==> config.mk <==
export PLATFORM = sky130hd
export DESIGN_NAME = pfd_lock_detect
export DESIGN_NICKNAME = d
export VERILOG_FILES = /design/src/rtl/pfd_pkg.sv /design/src/rtl/pfd_edge_sync.sv /design/src/rtl/pfd_ref_div.sv /design/src/rtl/pfd_phase_cmp.sv /design/src/rtl/pfd_lock_filter.sv /design/src/rtl/pfd_lock_detect.sv
export SDC_FILE = /design/constraint.sdc
export NUM_CORES = 1
export LEC_CHECK = 0
export BUFFER_PORTS_ARGS = -buffer_cell sky130_fd_sc_hd__buf_2
export CAP_MARGIN = 10
export CORE_MARGIN = 10
export CORE_UTILIZATION = 45
export CTS_BUF_LIST = sky130_fd_sc_hd__clkbuf_2
export DETAILED_ROUTE_END_ITERATION = 12
export REMOVE_ABC_BUFFERS = 1
export SLEW_MARGIN = 0
export SYNTH_ARGS = -nofsm -noshare
export SYNTH_HDL_FRONTEND = slang
export SYNTH_SLANG_ARGS = --single-unit
==> constraint.sdc <==
create_clock -name clk -period 3.2 [get_ports clk]
set_input_delay 0 -clock clk [delete_from_list [all_inputs] [get_ports clk]]
set_output_delay 0 -clock clk [all_outputs]
set_load 0.1 [all_outputs]
==> src/rtl/pfd_pkg.sv <==
package pfd_pkg;

    typedef struct packed {
        logic up;
        logic dn;
    } pump_t;

    localparam pump_t PUMP_IDLE = '{up: 1'b0, dn: 1'b0};

endpackage

==> src/rtl/pfd_edge_sync.sv <==
module pfd_edge_sync #(
    parameter int STAGES = 2
) (
    input  logic clk,
    input  logic rst_n,
    input  logic din,
    output logic level,
    output logic rise
);
    typedef struct packed {
        logic [STAGES-1:0] sync;
        logic              last;
    } sync_t;

    sync_t s_d, s_q;

    always_comb begin
        s_d      = s_q;
        s_d.sync = (s_q.sync << 1) | STAGES'(din);
        s_d.last = s_q.sync[STAGES-1];
    end

    always_ff @(posedge clk or negedge rst_n) begin
        if (!rst_n) s_q <= '0;
        else        s_q <= s_d;
    end

    assign level = s_q.sync[STAGES-1];
    assign rise  = level & ~s_q.last;

    // a rise marks a single sampled edge, never a held level
    p_single_rise_r5: assert property (@(posedge clk) disable iff (!rst_n)
        rise |=> !rise);

endmodule

==> src/rtl/pfd_ref_div.sv <==
module pfd_ref_div #(
    parameter int R_W = 6
) (
    input  logic           clk,
    input  logic           rst_n,
    input  logic           fr_level,
    input  logic           fr_rise,
    input  logic [R_W-1:0] r_val,
    output logic           ref_evt,
    output logic           fc_level
);
    typedef struct packed {
        logic [R_W-1:0] cnt;
        logic           fc;
    } div_t;

    div_t       s_d, s_q;
    logic       term;
    logic [R_W:0] half;
    logic [R_W:0] cnt_inc;

    always_comb begin
        s_d     = s_q;
        term    = fr_rise && (s_q.cnt >= r_val);
        half    = ({1'b0, r_val} + 1'b1) >> 1;
        cnt_inc = {1'b0, s_q.cnt} + 1'b1;
        if (fr_rise) begin
            if (term) begin
                s_d.cnt = '0;
                s_d.fc  = 1'b1;
            end else begin
                s_d.cnt = cnt_inc[R_W-1:0];
                if (cnt_inc >= half) s_d.fc = 1'b0;
            end
        end
        if (r_val == '0) s_d.fc = fr_level;
    end

    always_ff @(posedge clk or negedge rst_n) begin
        if (!rst_n) s_q <= '0;
        else        s_q <= s_d;
    end

    assign ref_evt  = term;
    assign fc_level = s_q.fc;

    // after any counted edge with a steady ratio the count stays in range
    p_cnt_bound_r7: assert property (@(posedge clk) disable iff (!rst_n)
        ($past(fr_rise) && r_val == $past(r_val)) |-> (s_q.cnt <= r_val));

    // with a nonzero ratio the monitor rises only after a reference edge
    p_fc_from_evt_r6: assert property (@(posedge clk) disable iff (!rst_n)
        ($rose(s_q.fc) && $past(r_val) != '0) |-> $past(term));

endmodule

==> src/rtl/pfd_phase_cmp.sv <==
module pfd_phase_cmp
    import pfd_pkg::*;
(
    input  logic clk,
    input  logic rst_n,
    input  logic ref_evt,
    input  logic fb_evt,
    output logic up_n,
    output logic dn_n
);
    pump_t p_d, p_q;
    logic  both;

    always_comb begin
        both = p_q.up & p_q.dn;
        p_d  = p_q;
        if (both) begin
            p_d.up = ref_evt;
            p_d.dn = fb_evt;
        end else begin
            p_d.up = p_q.up | ref_evt;
            p_d.dn = p_q.dn | fb_evt;
        end
    end

    always_ff @(posedge clk or negedge rst_n) begin
        if (!rst_n) p_q <= PUMP_IDLE;
        else        p_q <= p_d;
    end

    assign up_n = ~p_q.up;
    assign dn_n = ~p_q.dn;

    // once both edges are in, both pumps release on the next clock
    p_joint_clear_r4: assert property (@(posedge clk) disable iff (!rst_n)
        (p_q.up && p_q.dn && !ref_evt && !fb_evt) |=> (!p_q.up && !p_q.dn));

    // the up pump starts only from a reference edge
    p_up_source_r2: assert property (@(posedge clk) disable iff (!rst_n)
        $rose(p_q.up) |-> $past(ref_evt));

    // the down pump starts only from a feedback edge
    p_dn_source_r3: assert property (@(posedge clk) disable iff (!rst_n)
        $rose(p_q.dn) |-> $past(fb_evt));

    // a lone up pump is held until the feedback edge arrives
    p_up_hold_r2: assert property (@(posedge clk) disable iff (!rst_n)
        (p_q.up && !p_q.dn) |=> p_q.up);

endmodule

==> src/rtl/pfd_lock_filter.sv <==
module pfd_lock_filter #(
    parameter int TOL   = 1,
    parameter int CNT_W = 8
) (
    input  logic             clk,
    input  logic             rst_n,
    input  logic             active,
    input  logic             ref_evt,
    input  logic [CNT_W-1:0] need,
    output logic             lock
);
    localparam int RUN_W   = $clog2(TOL + 2);
    localparam int RUN_MAX = TOL + 1;

    typedef struct packed {
        logic [RUN_W-1:0] run;
        logic             dirty;
        logic [CNT_W-1:0] good;
        logic             lock;
    } filt_t;

    filt_t          s_d, s_q;
    logic           wide;
    logic           dirty_now;
    logic [CNT_W:0] good_inc;

    always_comb begin
        s_d       = s_q;
        wide      = active && (s_q.run >= RUN_W'(TOL));
        dirty_now = s_q.dirty | wide;
        good_inc  = {1'b0, s_q.good} + 1'b1;

        if (!active)                        s_d.run = '0;
        else if (s_q.run < RUN_W'(RUN_MAX)) s_d.run = s_q.run + 1'b1;

        s_d.dirty = ref_evt ? 1'b0 : dirty_now;

        if (ref_evt) begin
            if (dirty_now) begin
                s_d.good = '0;
            end else begin
                if (s_q.good != '1) s_d.good = good_inc[CNT_W-1:0];
                if (good_inc >= {1'b0, need}) s_d.lock = 1'b1;
            end
        end
        if (wide) s_d.lock = 1'b0;
    end

    always_ff @(posedge clk or negedge rst_n) begin
        if (!rst_n) s_q <= '0;
        else        s_q <= s_d;
    end

    assign lock = s_q.lock;

    // lock only ever rises right after a reference edge
    p_lock_on_edge_r9: assert property (@(posedge clk) disable iff (!rst_n)
        $rose(s_q.lock) |-> $past(ref_evt));

    // a pulse past tolerance drops lock on the next clock
    p_wide_unlocks_r10: assert property (@(posedge clk) disable iff (!rst_n)
        wide |=> !s_q.lock);

    // a dirty period closing restarts the clean count
    p_dirty_restart_r10: assert property (@(posedge clk) disable iff (!rst_n)
        (ref_evt && dirty_now) |=> (s_q.good == '0 && !$rose(s_q.lock)));

endmodule

==> src/rtl/pfd_lock_detect.sv <==
module pfd_lock_detect #(
    parameter int R_W         = 6,
    parameter int CNT_W       = 8,
    parameter int TOL         = 1,
    parameter int SYNC_STAGES = 2
) (
    input  logic             clk,
    input  logic             rst_n,
    input  logic             fr_in,
    input  logic             fp_in,
    input  logic [R_W-1:0]   r_div,
    input  logic [CNT_W-1:0] lock_need,
    input  logic             mon_off,
    output logic             pump_up_n,
    output logic             pump_dn_n,
    output logic             pump_nand,
    output logic             locked,
    output logic             fc_mon,
    output logic             fp_mon
);
    logic fr_level, fr_rise;
    logic fp_level, fp_rise;
    logic ref_evt, fc_level;

    pfd_edge_sync #(.STAGES(SYNC_STAGES)) i_fr_sync (
        .clk(clk), .rst_n(rst_n), .din(fr_in), .level(fr_level), .rise(fr_rise)
    );

    pfd_edge_sync #(.STAGES(SYNC_STAGES)) i_fp_sync (
        .clk(clk), .rst_n(rst_n), .din(fp_in), .level(fp_level), .rise(fp_rise)
    );

    pfd_ref_div #(.R_W(R_W)) i_ref_div (
        .clk(clk), .rst_n(rst_n), .fr_level(fr_level), .fr_rise(fr_rise),
        .r_val(r_div), .ref_evt(ref_evt), .fc_level(fc_level)
    );

    pfd_phase_cmp i_phase_cmp (
        .clk(clk), .rst_n(rst_n), .ref_evt(ref_evt), .fb_evt(fp_rise),
        .up_n(pump_up_n), .dn_n(pump_dn_n)
    );

    assign pump_nand = ~(pump_up_n & pump_dn_n);

    pfd_lock_filter #(.TOL(TOL), .CNT_W(CNT_W)) i_lock_filter (
        .clk(clk), .rst_n(rst_n), .active(pump_nand), .ref_evt(ref_evt),
        .need(lock_need), .lock(locked)
    );

    assign fc_mon = fc_level & ~mon_off;
    assign fp_mon = fp_level & ~mon_off;

    // while neither pump is active the lock flag cannot rise
    p_idle_no_glitch_r8: assert property (@(posedge clk) disable iff (!rst_n)
        (pump_up_n && pump_dn_n && !ref_evt) |=> !$rose(locked));

endmodule

Word-level counts from Yosys, hierarchy flattened. Cells that the tools add are included.

Flip-flop bits (word level): 27. Bits of input ports: 19. Word-level logic and storage cells: 66.

Add/sub/neg operators: 4. $lt $le $gt $ge: 5. Eq/ne operators: 2. Mux-type cells: 14. Bitwise operators: 17. Reduce and logical (&&, ||, !) cells: 12.

Operators by type and width (count): two-way mux 8 bit (2); adder 6 x 1 -> 7 bit, second input constant (2); nonzero test 2 bit (5); adder 8 x 1 -> 9 bit, second input constant (1); >= comparator 9 x 8 -> 1 bit (1); two-way mux 1 bit (8); inequality test 8 bit, second input constant (1); >= comparator 7 x 6 -> 1 bit (1); two-way mux 7 bit (1); AND 1 bit (6); >= comparator 6 bit (1); zero test 6 bit (1); two-way mux 2 bit (3); inverter 1 bit (6); bitwise OR 2 x 1 -> 2 bit (2); AND reduction 2 bit (2); bitwise OR 1 bit (3); AND reduction 3 bit (1); nonzero test 3 bit (1); adder 2 x 1 -> 2 bit, second input constant (1); >= comparator 2 x 1 -> 1 bit, second input constant (1); logical AND 1 bit (2); < comparator 2 bit, second input constant (1); inequality test 2 x 1 -> 1 bit, second input constant (1).

Logic depth before layout (Yosys ltp). Gate-level depths: netlist of run 1.

Depth after elaboration: 8. Depth in mapped cells: 11.

Cells and area by module. Synthesis of run 1 repeated with hierarchy kept, for this count alone.

Cell total of the unflattened synthesis: 202. Area, all modules: 1930.6 um2.

By module, submodules not included: pfd_lock_filter (instances 1, cells an instance 98, area an instance 854.6 um2); pfd_ref_div (instances 1, cells an instance 87, area an instance 809.5 um2); pfd_edge_sync (instances 2, cells an instance 4, area an instance 88.8 um2); pfd_phase_cmp (instances 1, cells an instance 6, area an instance 72.6 um2); pfd_lock_detect (instances 1, cells an instance 3, area an instance 16.3 um2).

Worst setup path before layout of run 1. No wires, ideal clock.

Path kind: register -> register. Start point: register i_lock_filter.s_q[1] (netlist bit). End point: register i_lock_filter.s_q (netlist bit i_lock_filter.lock). Library setup time: 0.120 ns. Arrival time: 2.161 ns. Path slack: 0.919 ns. Cell stages (with the launch flop): 12. Clock period less this slack: 2.281 ns. Cells stage by stage: dfrtp_1 ha_1 nand2_2 nor2_4 nand2_1 xnor2_1 ha_1 a211o_1 a21oi_1 o21ai_0 a211o_1 a31o_2.

Longest elaborated chain between the ends: 4.

RTL lines: start: declaration (RTL line pfd_lock_filter.sv:22) `filt_t s_d, s_q;`; start signal: assignment (RTL line pfd_lock_filter.sv:50) `if (!rst_n) s_q <= '0;`; start signal: assignment (RTL line pfd_lock_filter.sv:51) `else s_q <= s_d;`; adder 8 x 1 -> 9 bit (RTL line pfd_lock_filter.sv:31) `good_inc = {1'b0, s_q.good} + 1'b1;`; >= comparator 9 x 8 -> 1 bit (RTL line pfd_lock_filter.sv:43) `if (good_inc >= {1'b0, need}) s_d.lock = 1'b1;`; nonzero test 2 bit (no line); AND reduction 3 bit (no line).

Every way passes these cells. A chain may end at the register's enable or synchronous reset.

Worst setup path after layout of run 1. Ends and elaborated chain as after synthesis.

==> flow_metrics.env, run 1 <==
export IMPL_cts_resized=0
export IMPL_antenna_found_initial=0
export IMPL_crit_fanout=4
export IMPL_relSlewSlack=0.585
export IMPL_clock_latency_ps=380
export IMPL_rsz0062_at_grt="no"
export IMPL_cts_buffers=3
export IMPL_first_global_vias=1609
export IMPL_layout_min_cycle_time_ps=2470
export IMPL_clk_path_buf_depth=2
export IMPL_end_kind="flip-flop"
export IMPL_power_mw=1.15
export IMPL_run_status="complete, no violations"
export IMPL_worst_pin_slew_ps=622
export IMPL_grtUsageTotal=0.117
export IMPL_dr_pass1_iters=4
export IMPL_die_width_um=84.9
export IMPL_synth_top_cells_by_area="dfrtp_1 (36%), ha_1 (17%), inv_1 (4.4%), xnor2_1 (4.2%), o21ai_0 (3.4%)"
export IMPL_ys_warn_count=0
export IMPL_vias_per_cell=5.43
export IMPL_leakage_nw=1.08
export IMPL_ys_ff_latch=27
export IMPL_cp_required_ps=3520
export IMPL_cp_data_arrival_time_ps=2790
export IMPL_slew_viol_final=0
export IMPL_wl_per_cell_um=14.8
export IMPL_hold_violations=0
export IMPL_synth_edf_count=0
export IMPL_synth_cell_type_count=44
export IMPL_cts_tree="done"
export IMPL_finalNonFillerCells=276
export IMPL_grt_overflow=0
export IMPL_fillers=367
export IMPL_cp_slowest_cell="dfrtp_1"
export IMPL_layout_drive_gt1_share=0.181
export IMPL_die_h_um=84.9
export IMPL_gp_congestion=0.913
export IMPL_syn_inst=198
export IMPL_hold_class="in2reg"
export IMPL_synth_top_cell_area_share=0.357
export IMPL_maxCapViolCount=0
export IMPL_postSynthAreaPerCell_um2=9.57
export IMPL_fin_worst_skew_ps=12.9
export IMPL_fin_crit_sh=0.772
export IMPL_first_iter_violations=110
export IMPL_cpPeakStageDelay_ps=470
export IMPL_synthFlopType="dfrtp_1"
export IMPL_ant_nets=0
export IMPL_layout_common_cells="dfrtp_1 (27), ha_1 (25), buf_2 (24), inv_1 (22)"
export IMPL_cts_max_level=1
export IMPL_yosysSeqAreaShare=0.357
export IMPL_crit_type="reg2reg"
export IMPL_diodes=0
export IMPL_initial_core_util=0.470
export IMPL_final_nets=271
export IMPL_final_common_cell="dfrtp_1"
export IMPL_clk_pin_slew_ps=270
export IMPL_setup_tns_ps=0
export IMPL_port_buffers=24
export IMPL_cp_start_kind="flip-flop"
export IMPL_drcViolationCount=0
export IMPL_ioPinCount=25
export IMPL_max_freq_mhz=405
export IMPL_die_area_um2=7200
export IMPL_crit_chain="ha_1, nand2_2, nor2_4, nand2_1, xnor2_1, ha_1, a211o_1, a21oi_1, o21ai_0, a211o_1, a31o_2"
export IMPL_vias=1499
export IMPL_dp_hpwl_um=3280
export IMPL_grt_pass1_wl_um=7130
export IMPL_cts_sinks=27
export IMPL_yosysTopAreaCell="dfrtp_1"
export IMPL_dp_cells=269
export IMPL_drt_wl_total_um=4090
export IMPL_core_region_area_um2=4030
export IMPL_setup_viol_count_final=0
export IMPL_syn_to_final_growth_pct=11.4
export IMPL_synth_cell_area_um2=1890
export IMPL_p_per_area_nw_per_um2=543
export IMPL_rows=23
export IMPL_synthArstFlopShare=1.00
export IMPL_worst_ir_drop_vdd_mv=0.212
export IMPL_root_buffer="clkbuf_2"
export IMPL_grt_max_degree=28
export IMPL_fin_util=0.524
-- metal layers --
metal	GRT usage	routed length, um
met5	0	0
met4	0.0479	61
met3	0.0220	150
met2	0.213	2090
met1	0.130	1790
-- critical path: cells and delay by family (launching register included) --
kind,cells,cell delay [ps]
adders and majority gates,2,470
xor gates and xnor gates,1,160
DFF,1,470
AOI/OAI and AO/OA,5,970
and+or+nand+nor,3,350
-- kinds of logic (layout without fill, tap and decap cells) --
logic type,Yosys count,after routing,share of synthesized area
simple gates,59,59,0.173
mux,1,1,0.00528
buf+inv,26,54,0.0575
flops,27,27,0.357
fa+ha+maj,25,25,0.165
xor+xnor,15,15,0.0733
compound gates,45,45,0.169
-- registers in the layout, indices dropped and copies added, names as in the netlist --
signal              count
i_ref_div.fc_level      1
i_phase_cmp.p_q         2
i_fr_sync.s_q           2
i_fp_sync.s_q           2
i_ref_div.s_q           6
i_fr_sync.level         1
i_fp_sync.level         1
i_lock_filter.lock      1
i_lock_filter.s_q      11
-- final timing paths --
| check | from | endpoint | slack (ps) | cells after the start |
|---|---|---|---|---|
| worst max-delay path | i_lock_filter.s_q[1] | i_lock_filter.lock | 730 | 11 |
| worst min-delay path | r_div[4] | i_ref_div.fc_level | 80 | 5 |
| worst max register to register | i_lock_filter.s_q[1] | i_lock_filter.lock | 730 | 11 |
| worst min register to register | i_fp_sync.s_q[1] | i_fp_sync.level | 400 | 0 |
| max in group asynchronous | rst_n | i_ref_div.s_q[6] | 2680 | 2 |
| min in group asynchronous | rst_n | i_fr_sync.s_q[1] | 120 | 2 |
-- stage by stage --
stage | area, um^2 | hold WS (ps) | setup slack [ps]
2_1_floorplan | 1870 | -296 | 910
3_3_place_gp | 2060 | 47.0 | 795
3_5_place_dp | 2060 | 45.4 | 737
4_1_cts | 2110 | 66.0 | 714
5_1_grt | 2110 | 77.3 | 591
6_report | 2110 | 81.2 | 731
-- cells in the mapped netlist (4+ instances only) --
library cell	instances
a21o_1	4
inv_1	22
xnor2_1	9
ha_1	25
a21oi_1	6
nor2_1	9
xor2_1	5
nand2_1	13
nand3_1	10
nand2b_1	6
nor3_1	4
o21ai_0	13
dfrtp_1	27
-- final cells by class --
cell class                      count  area (um^2)  area share
Sequential cell                    27          676       0.320
Clock inverter                      1         7.51     0.00356
Timing Repair Buffer               28          158      0.0747
Inverter                           22         82.6      0.0391
Clock buffer                        3         15.0     0.00711
Tap cell                           50         62.6      0.0296
Multi-Input combinational cell    145         1110       0.526
-- where the power goes --
part	total, mW	switching, mW	leakage [nW]	internal [mW]
Sequential	0.475	0.0714	0.341	0.404
Clock	0.138	0.109	0.0126	0.0290
Combinational	0.534	0.347	0.722	0.186
-- what timing repair did --
item	4_1_cts	5_1_grt
buffers inserted	0	0
endpoints found under the hold margin	29	0
hold buffers	3	0
No activity file was read; power rests on OpenSTA's default activity.
==> inputs of run 2 (changes only) <==
Settings changed: PLACE_DENSITY from default to 0.67.
Clock period 3.2 ns to 2 ns, I/O delays scaled along.
==> run 2 against run 1 <==
Against the previous run:
- the flow now finishes with violations (negative setup slack)
- clock-buffer cell count is the same
- wire length shrank 3.0%
- maximum frequency grew 11%
- first-iteration DRC count shrank 49%
- power grew 76%
- cell area grew 12%
- worst hold slack gained 23 ps
- utilization grew 6.3 points
==> flow_metrics.env, run 2 (synthesis gave the netlist of run 1 again) <==
export IMPL_run_status="finished with violations"
export IMPL_violations="negative setup slack"
export IMPL_core_region_area_um2=4030
export IMPL_diodes=0
export IMPL_root_buffer="clkbuf_2"
export IMPL_port_buffers=24
export IMPL_fillers=357
export IMPL_final_nets=291
export IMPL_cp_data_arrival_time_ps=2540
export IMPL_p_clk_frac=0.110
export IMPL_die_h_um=84.9
export IMPL_dp_cells=286
export IMPL_crit_chain="buf_4, and3_4, and2b_2, xor2_1, ha_1, nor3_2, nor2_1, a211o_1, a31o_2"
export IMPL_wl_per_cell_um=13.4
export IMPL_ioPinCount=25
export IMPL_hold_violations=0
export IMPL_power_internal_mw=1.12
export IMPL_fin_crit_sh=1.11
export IMPL_setup_viol_count_final=1
export IMPL_dr_pass1_iters=4
export IMPL_leakage_nw=1.21
export IMPL_reg_top3="i_lock_filter.s_q (11), i_ref_div.s_q (6)"
export IMPL_first_iter_violations=56
export IMPL_power_mw=2.01
export IMPL_regMostFlops="i_lock_filter.s_q"
export IMPL_cts_tree="done"
export IMPL_slew_viol_final=0
export IMPL_layout_drive_gt1_share=0.309
export IMPL_layout_common_cells="dfrtp_1 (27), buf_2 (24), inv_1 (22), ha_1 (22), buf_4 (19)"
export IMPL_layout_min_cycle_time_ps=2230
export IMPL_crit_fanout=3
export IMPL_ant_nets=0
export IMPL_initial_core_util=0.470
export IMPL_cp_slowest_cell="dfrtp_1"
export IMPL_cts_max_level=1
export IMPL_p_sw_frac=0.442
export IMPL_p_sw_mw=0.889
export IMPL_first_global_vias=1592
export IMPL_dp_slack_ps=-253
export IMPL_fin_ws_ps=-228
export IMPL_relSlewSlack=0.601
export IMPL_worst_pin_slew_ps=599
export IMPL_grt_pass1_wl_um=7080
export IMPL_seq_power_share=0.372
export IMPL_cp_required_ps=2310
export IMPL_rows=23
export IMPL_cp_num_buf_inv=1
export IMPL_grtUsageTotal=0.115
export IMPL_largest_reg_flops=11
export IMPL_hold_class="in2reg"
export IMPL_grt_max_degree=28
export IMPL_drt_wl_total_um=3970
export IMPL_cpPeakStageDelay_ps=480
export IMPL_dpl_cell_area_um2=2190
export IMPL_cts_buffers=3
export IMPL_cp_start_kind="flip-flop"
export IMPL_worst_ir_drop_vdd_mv=0.513
export IMPL_final_common_cell="dfrtp_1"
export IMPL_fin_worst_skew_ps=5.70
export IMPL_antenna_found_initial=0
export IMPL_maxCapViolCount=0
export IMPL_p_per_area_nw_per_um2=851
export IMPL_clk_path_buf_depth=2
export IMPL_end_kind="flip-flop"
export IMPL_die_width_um=84.9
export IMPL_max_freq_mhz=449
export IMPL_rsz0062_at_grt="yes"
export IMPL_vias_per_cell=5.27
export IMPL_gp_congestion=0.847
export IMPL_dp_hpwl_um=3050
export IMPL_drcViolationCount=0
export IMPL_grt_overflow=0
export IMPL_finalNonFillerCells=296
export IMPL_clock_latency_ps=370
export IMPL_crit_type="reg2reg"
export IMPL_die_area_um2=7200
export IMPL_p_comb_frac=0.518
export IMPL_clk_pin_slew_ps=270
export IMPL_syn_to_final_growth_pct=24.9
export IMPL_vias=1559
export IMPL_stdcell_area_um2=2370
export IMPL_critPathTopFamily="simple AND/OR/NAND/NOR gates"
export IMPL_cts_sinks=27
run 2: stage by stage:
| stage | setup TNS [ps] | utilization | hold WS (ps) |
|---|---|---|---|
| 2_1_floorplan | -290 | - | -296 |
| 3_3_place_gp | -184 | 0.543 | 39.4 |
| 3_5_place_dp | -253 | 0.543 | 39.5 |
| 4_1_cts | -226 | 0.570 | 73.4 |
| 5_1_grt | -347 | 0.587 | 101 |
| 6_report | -228 | 0.587 | 105 |
run 2: routing by layer:
layer	routed length, um	up-vias	GRT usage
met2	1940	25	0.192
met4	41	0	0.0404
met3	197	5	0.0249
met5	0	-	0
met1	1790	729	0.141
li1	-	800	-
run 2: path summary, 6_finish.rpt:
check	startpoint	end	slack [ps]	depth (start not counted)
worst max-delay path	i_lock_filter.s_q[2]	i_lock_filter.lock	-230	9
worst min-delay path	r_div[4]	i_ref_div.fc_level	100	5
worst max register to register	i_lock_filter.s_q[2]	i_lock_filter.lock	-230	9
worst min register to register	i_fr_sync.s_q[1]	i_fr_sync.level	390	0
max in group asynchronous	rst_n	i_phase_cmp.p_q[0]	1500	2
min in group asynchronous	rst_n	i_lock_filter.s_q[3]	120	2
run 2: what timing repair did:
item                                    4_1_cts  5_1_grt
pin swaps                                     7        9
resized for setup                             9       12
cloned                                        0        0
hold endpoints to repair                     29        0
endpoints found under the setup margin        2        5
hold buffers                                  3        0
buffers inserted                              3        0
run 2: cell type report:
cell class	instances	area, um^2	share of cell area
clock buffer	3	15.0	0.00635
timing repair buffer	48	315	0.133
sequential	27	676	0.286
multi-input combinational	145	1210	0.510
clock inverter	1	7.51	0.00317
tap	50	62.6	0.0264
inverter	22	82.6	0.0349
run 2: worst reg2reg max path, stage by stage, from the launching register on:
cell and delay, ps:
dfrtp_1 480, buf_4 150, and3_4 170, and2b_2 230
xor2_1 150, ha_1 280, nor3_2 140, nor2_1 50
a211o_1 290, a31o_2 240
run 2: power by group through the flow:
stage	registers (mW)	logic [mW]	clock network, mW
after floorplan	0.742	0.663	0
after CTS	0.735	0.990	0.234
after global placement	0.744	0.945	0
after detailed placement	0.745	0.952	0
after global routing	0.771	1.18	0.260
final	0.749	1.04	0.221
